File: config.mk
export PLATFORM = sky130hd
export DESIGN_NAME = tmr_stat_irq
export DESIGN_NICKNAME = d
export VERILOG_FILES = /design/src/rtl/tmr_stat_pkg.sv /design/src/rtl/tmr_flag_cell.sv /design/src/rtl/tmr_rd_mux.sv /design/src/rtl/tmr_stat_irq.sv
export SDC_FILE = /design/constraint.sdc
export NUM_CORES = 1
export LEC_CHECK = 0
export ABC_AREA = 1
export BUFFER_PORTS_ARGS = -buffer_cell sky130_fd_sc_hd__buf_2
export CORE_AREA = 4 4 41 43
export CTS_CLUSTER_DIAMETER = 200
export DETAILED_ROUTE_END_ITERATION = 10
export DIE_AREA = 0 0 45 47
export PLACE_DENSITY = 0.74
export SLEW_MARGIN = 25
export SYNTH_ARGS = -nofsm -noshare
export SYNTH_HDL_FRONTEND = slang
export SYNTH_SLANG_ARGS = --single-unit
File: constraint.sdc
create_clock -name clk_i -period 0.8 [get_ports clk_i]
set_input_delay 0.04 -clock clk_i [delete_from_list [all_inputs] [get_ports clk_i]]
set_output_delay 0.04 -clock clk_i [all_outputs]
set_load 0.03 [all_outputs]
File: src/rtl/tmr_stat_pkg.sv
package tmr_stat_pkg;
  localparam int unsigned REG_W   = 8;
  localparam int unsigned BIT_MA  = 0;
  localparam int unsigned BIT_MB  = 1;
  localparam int unsigned BIT_UF  = 5;
  localparam int unsigned BIT_RSV = 6;
  localparam int unsigned BIT_DIR = 7;
  localparam int unsigned N_FLAGS = 3;  // index 0 = A, 1 = B, 2 = underflow
  localparam int unsigned FI_UF   = 2;
endpackage

File: src/rtl/tmr_flag_cell.sv
module tmr_flag_cell (
  input  logic clk_i,
  input  logic rst_ni,
  input  logic set_i,
  input  logic rd_stat_i,
  input  logic wr_stat_i,
  input  logic wbit_i,
  output logic flag_o,
  output logic armed_o
);
  logic flag_q, arm_q;

  always_ff @(posedge clk_i or negedge rst_ni) begin
    if (!rst_ni) begin
      flag_q <= 1'b0;
      arm_q  <= 1'b0;
    end else begin
      // set has priority over a qualifying clear
      if (set_i)                                 flag_q <= 1'b1;
      else if (wr_stat_i && arm_q && !wbit_i)    flag_q <= 1'b0;
      // any status write consumes the arming; read arms only if it saw a 1
      if (wr_stat_i)                             arm_q <= 1'b0;
      else if (rd_stat_i && flag_q)              arm_q <= 1'b1;
    end
  end

  assign flag_o  = flag_q;
  assign armed_o = arm_q;
endmodule

File: src/rtl/tmr_rd_mux.sv
module tmr_rd_mux
  import tmr_stat_pkg::*;
#(
  parameter bit RESTRICTED_CH = 1'b0
) (
  input  logic               rd_en_i,
  input  logic               sel_ien_i,
  input  logic               dir_up_i,
  input  logic [N_FLAGS-1:0] flags_i,
  input  logic [1:0]         ien_i,
  output logic [REG_W-1:0]   rdata_o
);
  logic [REG_W-1:0] stat_w, ien_w;

  always_comb begin
    stat_w          = '0;
    stat_w[BIT_MA]  = flags_i[0];
    stat_w[BIT_MB]  = flags_i[1];
    stat_w[BIT_RSV] = 1'b1;
    if (!RESTRICTED_CH) begin
      stat_w[BIT_UF]  = flags_i[FI_UF];
      stat_w[BIT_DIR] = dir_up_i;
    end
    ien_w      = '0;
    ien_w[1:0] = ien_i;
  end

  assign rdata_o = !rd_en_i ? '0 : (sel_ien_i ? ien_w : stat_w);
endmodule

File: src/rtl/tmr_stat_irq.sv
module tmr_stat_irq
  import tmr_stat_pkg::*;
#(
  parameter bit          RESTRICTED_CH = 1'b0,
  parameter int unsigned ADDR_W        = 1,
  parameter int unsigned STAT_ADDR     = 0,
  parameter int unsigned IEN_ADDR      = 1
) (
  input  logic              clk_i,
  input  logic              rst_ni,
  input  logic              dir_up_i,
  input  logic              udf_i,
  input  logic              phase_mode_i,
  input  logic              match_a_i,
  input  logic              match_b_i,
  input  logic [ADDR_W-1:0] addr_i,
  input  logic              wr_en_i,
  input  logic              rd_en_i,
  input  logic [REG_W-1:0]  wdata_i,
  output logic [REG_W-1:0]  rdata_o,
  output logic              irq_a_o,
  output logic              irq_b_o
);
  localparam logic [ADDR_W-1:0] A_STAT = ADDR_W'(STAT_ADDR);
  localparam logic [ADDR_W-1:0] A_IEN  = ADDR_W'(IEN_ADDR);

  logic sel_stat, sel_ien, rd_stat, wr_stat, wr_ien;
  logic [N_FLAGS-1:0] flag_q, arm_q;
  logic [1:0] match_v, ien_q;

  assign sel_stat = (addr_i == A_STAT);
  assign sel_ien  = (addr_i == A_IEN);
  assign rd_stat  = rd_en_i && sel_stat;
  assign wr_stat  = wr_en_i && sel_stat;
  assign wr_ien   = wr_en_i && sel_ien;
  assign match_v  = {match_b_i, match_a_i};

  for (genvar g = 0; g < 2; g++) begin : g_match
    localparam int unsigned POS = (g == 0) ? BIT_MA : BIT_MB;
    tmr_flag_cell i_cell (
      .clk_i, .rst_ni,
      .set_i    (match_v[g]),
      .rd_stat_i(rd_stat),
      .wr_stat_i(wr_stat),
      .wbit_i   (wdata_i[POS]),
      .flag_o   (flag_q[g]),
      .armed_o  (arm_q[g])
    );
  end

  if (!RESTRICTED_CH) begin : g_uf
    tmr_flag_cell i_cell (
      .clk_i, .rst_ni,
      .set_i    (udf_i && phase_mode_i),
      .rd_stat_i(rd_stat),
      .wr_stat_i(wr_stat),
      .wbit_i   (wdata_i[BIT_UF]),
      .flag_o   (flag_q[FI_UF]),
      .armed_o  (arm_q[FI_UF])
    );
  end else begin : g_no_uf
    assign flag_q[FI_UF] = 1'b0;
    assign arm_q[FI_UF]  = 1'b0;
  end

  always_ff @(posedge clk_i or negedge rst_ni) begin
    if (!rst_ni)     ien_q <= '0;
    else if (wr_ien) ien_q <= wdata_i[1:0];
  end

  tmr_rd_mux #(.RESTRICTED_CH(RESTRICTED_CH)) i_rd_mux (
    .rd_en_i,
    .sel_ien_i(sel_ien),
    .dir_up_i,
    .flags_i  (flag_q),
    .ien_i    (ien_q),
    .rdata_o
  );

  assign irq_a_o = flag_q[0] && ien_q[0];
  assign irq_b_o = flag_q[1] && ien_q[1];

  logic unused_in;
  assign unused_in = ^{wdata_i, udf_i, phase_mode_i, arm_q};
endmodule

==> reports/qor.yml <==
path_class: "reg2out"
antenna_cells: 0
crit_fanout: 3
grt_setup_unrepaired: "yes"
cts_buffers: 3
clockBufferDepth: 2
pwr-share-comb: 0.300
cts_root_buf: "clkbuf_4"
violations: "negative setup slack"
dpl.cell_count: 92
cp_num_buf_inv: 1
die_area_um2: 2115
rows: 13
worstPathCellList: "nand3_1 -> nand2_2 -> buf_6"
crit_path_start_kind: "flop"
skew_ns: 0.0001115
final_cells: 100
power_frac_seq: 0.425
netlist_area_um2: 422.9
ant_nets: 0
ys_seq_area_frac: 0.4734
nFillCells: 132
finalSetupViolations: 5
swShare: 0.3197
intPower_w: 0.0007539
max-cap-violations: 0
post_drt_wl_per_cell_um: 9.640
clkLatencyLatePin_ns: 0.25
portBuffers: 19
cts_tree: "yes"
grt_use_total: 0.1100
h-tree-depth: 1
drc_errors: 0
status: "complete, but fails checks"
post-route-min-period_ns: 0.9689
gp_congestion: 0.7865
coreArea_um2: 1301
grt_overflow: 0
drt_pre_antenna_iters: 4
grt_pass1_vias: 409
crit_slowest_cell: "dfrtp_1"
crit_path_end_kind: "output port"
vdd_drop_max_uv: 829.4
power.total_w: 0.001108
finalCritPeriodShare: 1.211
vias: 428
start_util: 0.3250
ios: 28
hold-path-cell-count: 3
grt_pass1_wl_mm: 1.656
dp_hpwl_um: 731.2
cts_sinks: 8
grt_max_degree: 9
cp_top_family: "flip-flops"
hold_path_class: "in2reg"
cp.required_ns: 0.76
layout-drive-gt1-share: 0.3882
hold_viol_final: 0
reg2reg_depth: 5
fp.dieH_um: 47
ys_types: 10
cp.depth: 3
setup_slack_ns: -0.1689
routed_wl_um: 964
syn_area_per_cell_um2: 7.168
path_clk_slew_ns: 0.05
p_leak_nw: 0.3799
p_sw_w: 0.0003543
ys_warn_count: 0
finalNetCount: 105
clkPwrFrac: 0.274
cts_setup_buffers: 0
drt_iter0_drc: 4
vias_per_cell: 4.280
ys_ff_latch: 8
antenna_found_initial: 0
crit_arrival_ns: 0.93
netlist_instances: 59
fp.dieW_um: 45
final_max_slew_viol_count: 0
crit_path_max_incr_delay_ns: 0.39
hold_ws_ns: 0.04555
fmax_mhz: 1032
area_growth_pct: 54.44
powerDensity_nw_per_um2: 1697
[final cells by class]
class | count | area, um2 | area share
clock buffers | 3 | 22.52 | 0.03448
repair buffers | 24 | 176.4 | 0.2701
well taps | 15 | 18.77 | 0.02874
multi-input cells | 38 | 190.2 | 0.2912
flip-flops and latches | 8 | 200.2 | 0.3065
inverters | 12 | 45.04 | 0.06897
[what timing repair did]
item / CTS / global route
pin swaps: 4 / 4
hold buffers: 5 / 0
endpoints found under the setup margin: 5 / 6
gates resized for setup: 11 / 8
hold endpoints to repair: 11 / 0
[synth_stat cells (all sizes together)]
master  number  area [um2]
buf          3       22.52
dfrtp        8       200.2
a21oi        3       15.01
nand3        7       35.03
inv         12       45.04
nand2       20       75.07
conb         1       3.750
nor2         5       26.27
[power by group through the flow]
stage	Clock (W)	Combinational, W	Sequential (W)
floorplan	0	0.000185	0.000469
global placement	0	0.000258	0.000474
detailed placement	0	0.000264	0.000476
CTS	0.000324	0.000321	0.000469
global route	0.000351	0.000364	0.000478
finish	0.000304	0.000333	0.000471
[metal layers]
layer / up-vias / global-route usage / share of wire
met2: 18 / 0.1836 / 0.47
met5: - / 0 / 0
met3: 0 / 0.03448 / 0.077
met4: 0 / 0.05263 / 0
li1: 220 / - / -
met1: 190 / 0.1282 / 0.45
[worst min-delay path: stages]
cell	delay (ns)
buf_2	0.09
nand3_1	0.07
nand2_1	0.06
[cells in the final DEF, fill, tap and decap left out]
master	n
nor2_4	1
conb_1	3
nand2_1	18
nor2_2	1
nand3_1	3
dlygate4sd3_1	5
a21oi_1	3
buf_6	5
dfrtp_1	8
nand2_2	2
inv_1	9
nor2_1	3
nand3_2	4
buf_2	14
inv_2	3
clkbuf_4	3
[logic make-up (layout without fill, tap and decap cells)]
family | Yosys count | count (layout) | synth area share
other | 1 | 3 | 0.008867
AO/OA/AOI/OAI | 3 | 3 | 0.03549
flip-flops | 8 | 8 | 0.4734
AND/OR/NAND/NOR | 32 | 32 | 0.3225
buffers and inverters | 15 | 39 | 0.1598
[through the flow]
stage / cell area (um2) / setup WS [ns] / utilization / TNS [ns]
6_report: 653.1 / -0.1689 / 0.5019 / -0.7069
5_1_grt: 653.1 / -0.2212 / 0.5019 / -0.9938
2_1_floorplan: 430.4 / 0.1067 / - / 0
3_3_place_gp: 521.8 / 0.04422 / 0.4010 / 0
3_5_place_dp: 521.8 / 0.03583 / 0.4010 / 0
4_1_cts: 631.9 / -0.1941 / 0.4856 / -0.8462
[path summary, 6_finish.rpt]
kind                                                start                   endpoint  slack (ns)
worst max-delay path                             ien_q[1]                 rdata_o[1]       -0.17
worst min-delay path                           wdata_i[0]                   ien_q[0]        0.05
worst max register to register  g_match[1].i_cell.armed_o   g_match[1].i_cell.flag_o        0.08
worst min register to register         g_uf.i_cell.flag_o         g_uf.i_cell.flag_o        0.49
max in group asynchronous                          rst_ni   g_match[0].i_cell.flag_o        0.47
min in group asynchronous                          rst_ni  g_match[1].i_cell.armed_o        0.16
[flip-flops by register name (all words and copies together) (netlist names)]
register	flops
ien_q	2
g_uf.i_cell.flag_o	1
g_match.i_cell.armed_o	2
g_match.i_cell.flag_o	2
g_uf.i_cell.armed_o	1
Note: power is estimated with default switching activity, not from simulation.
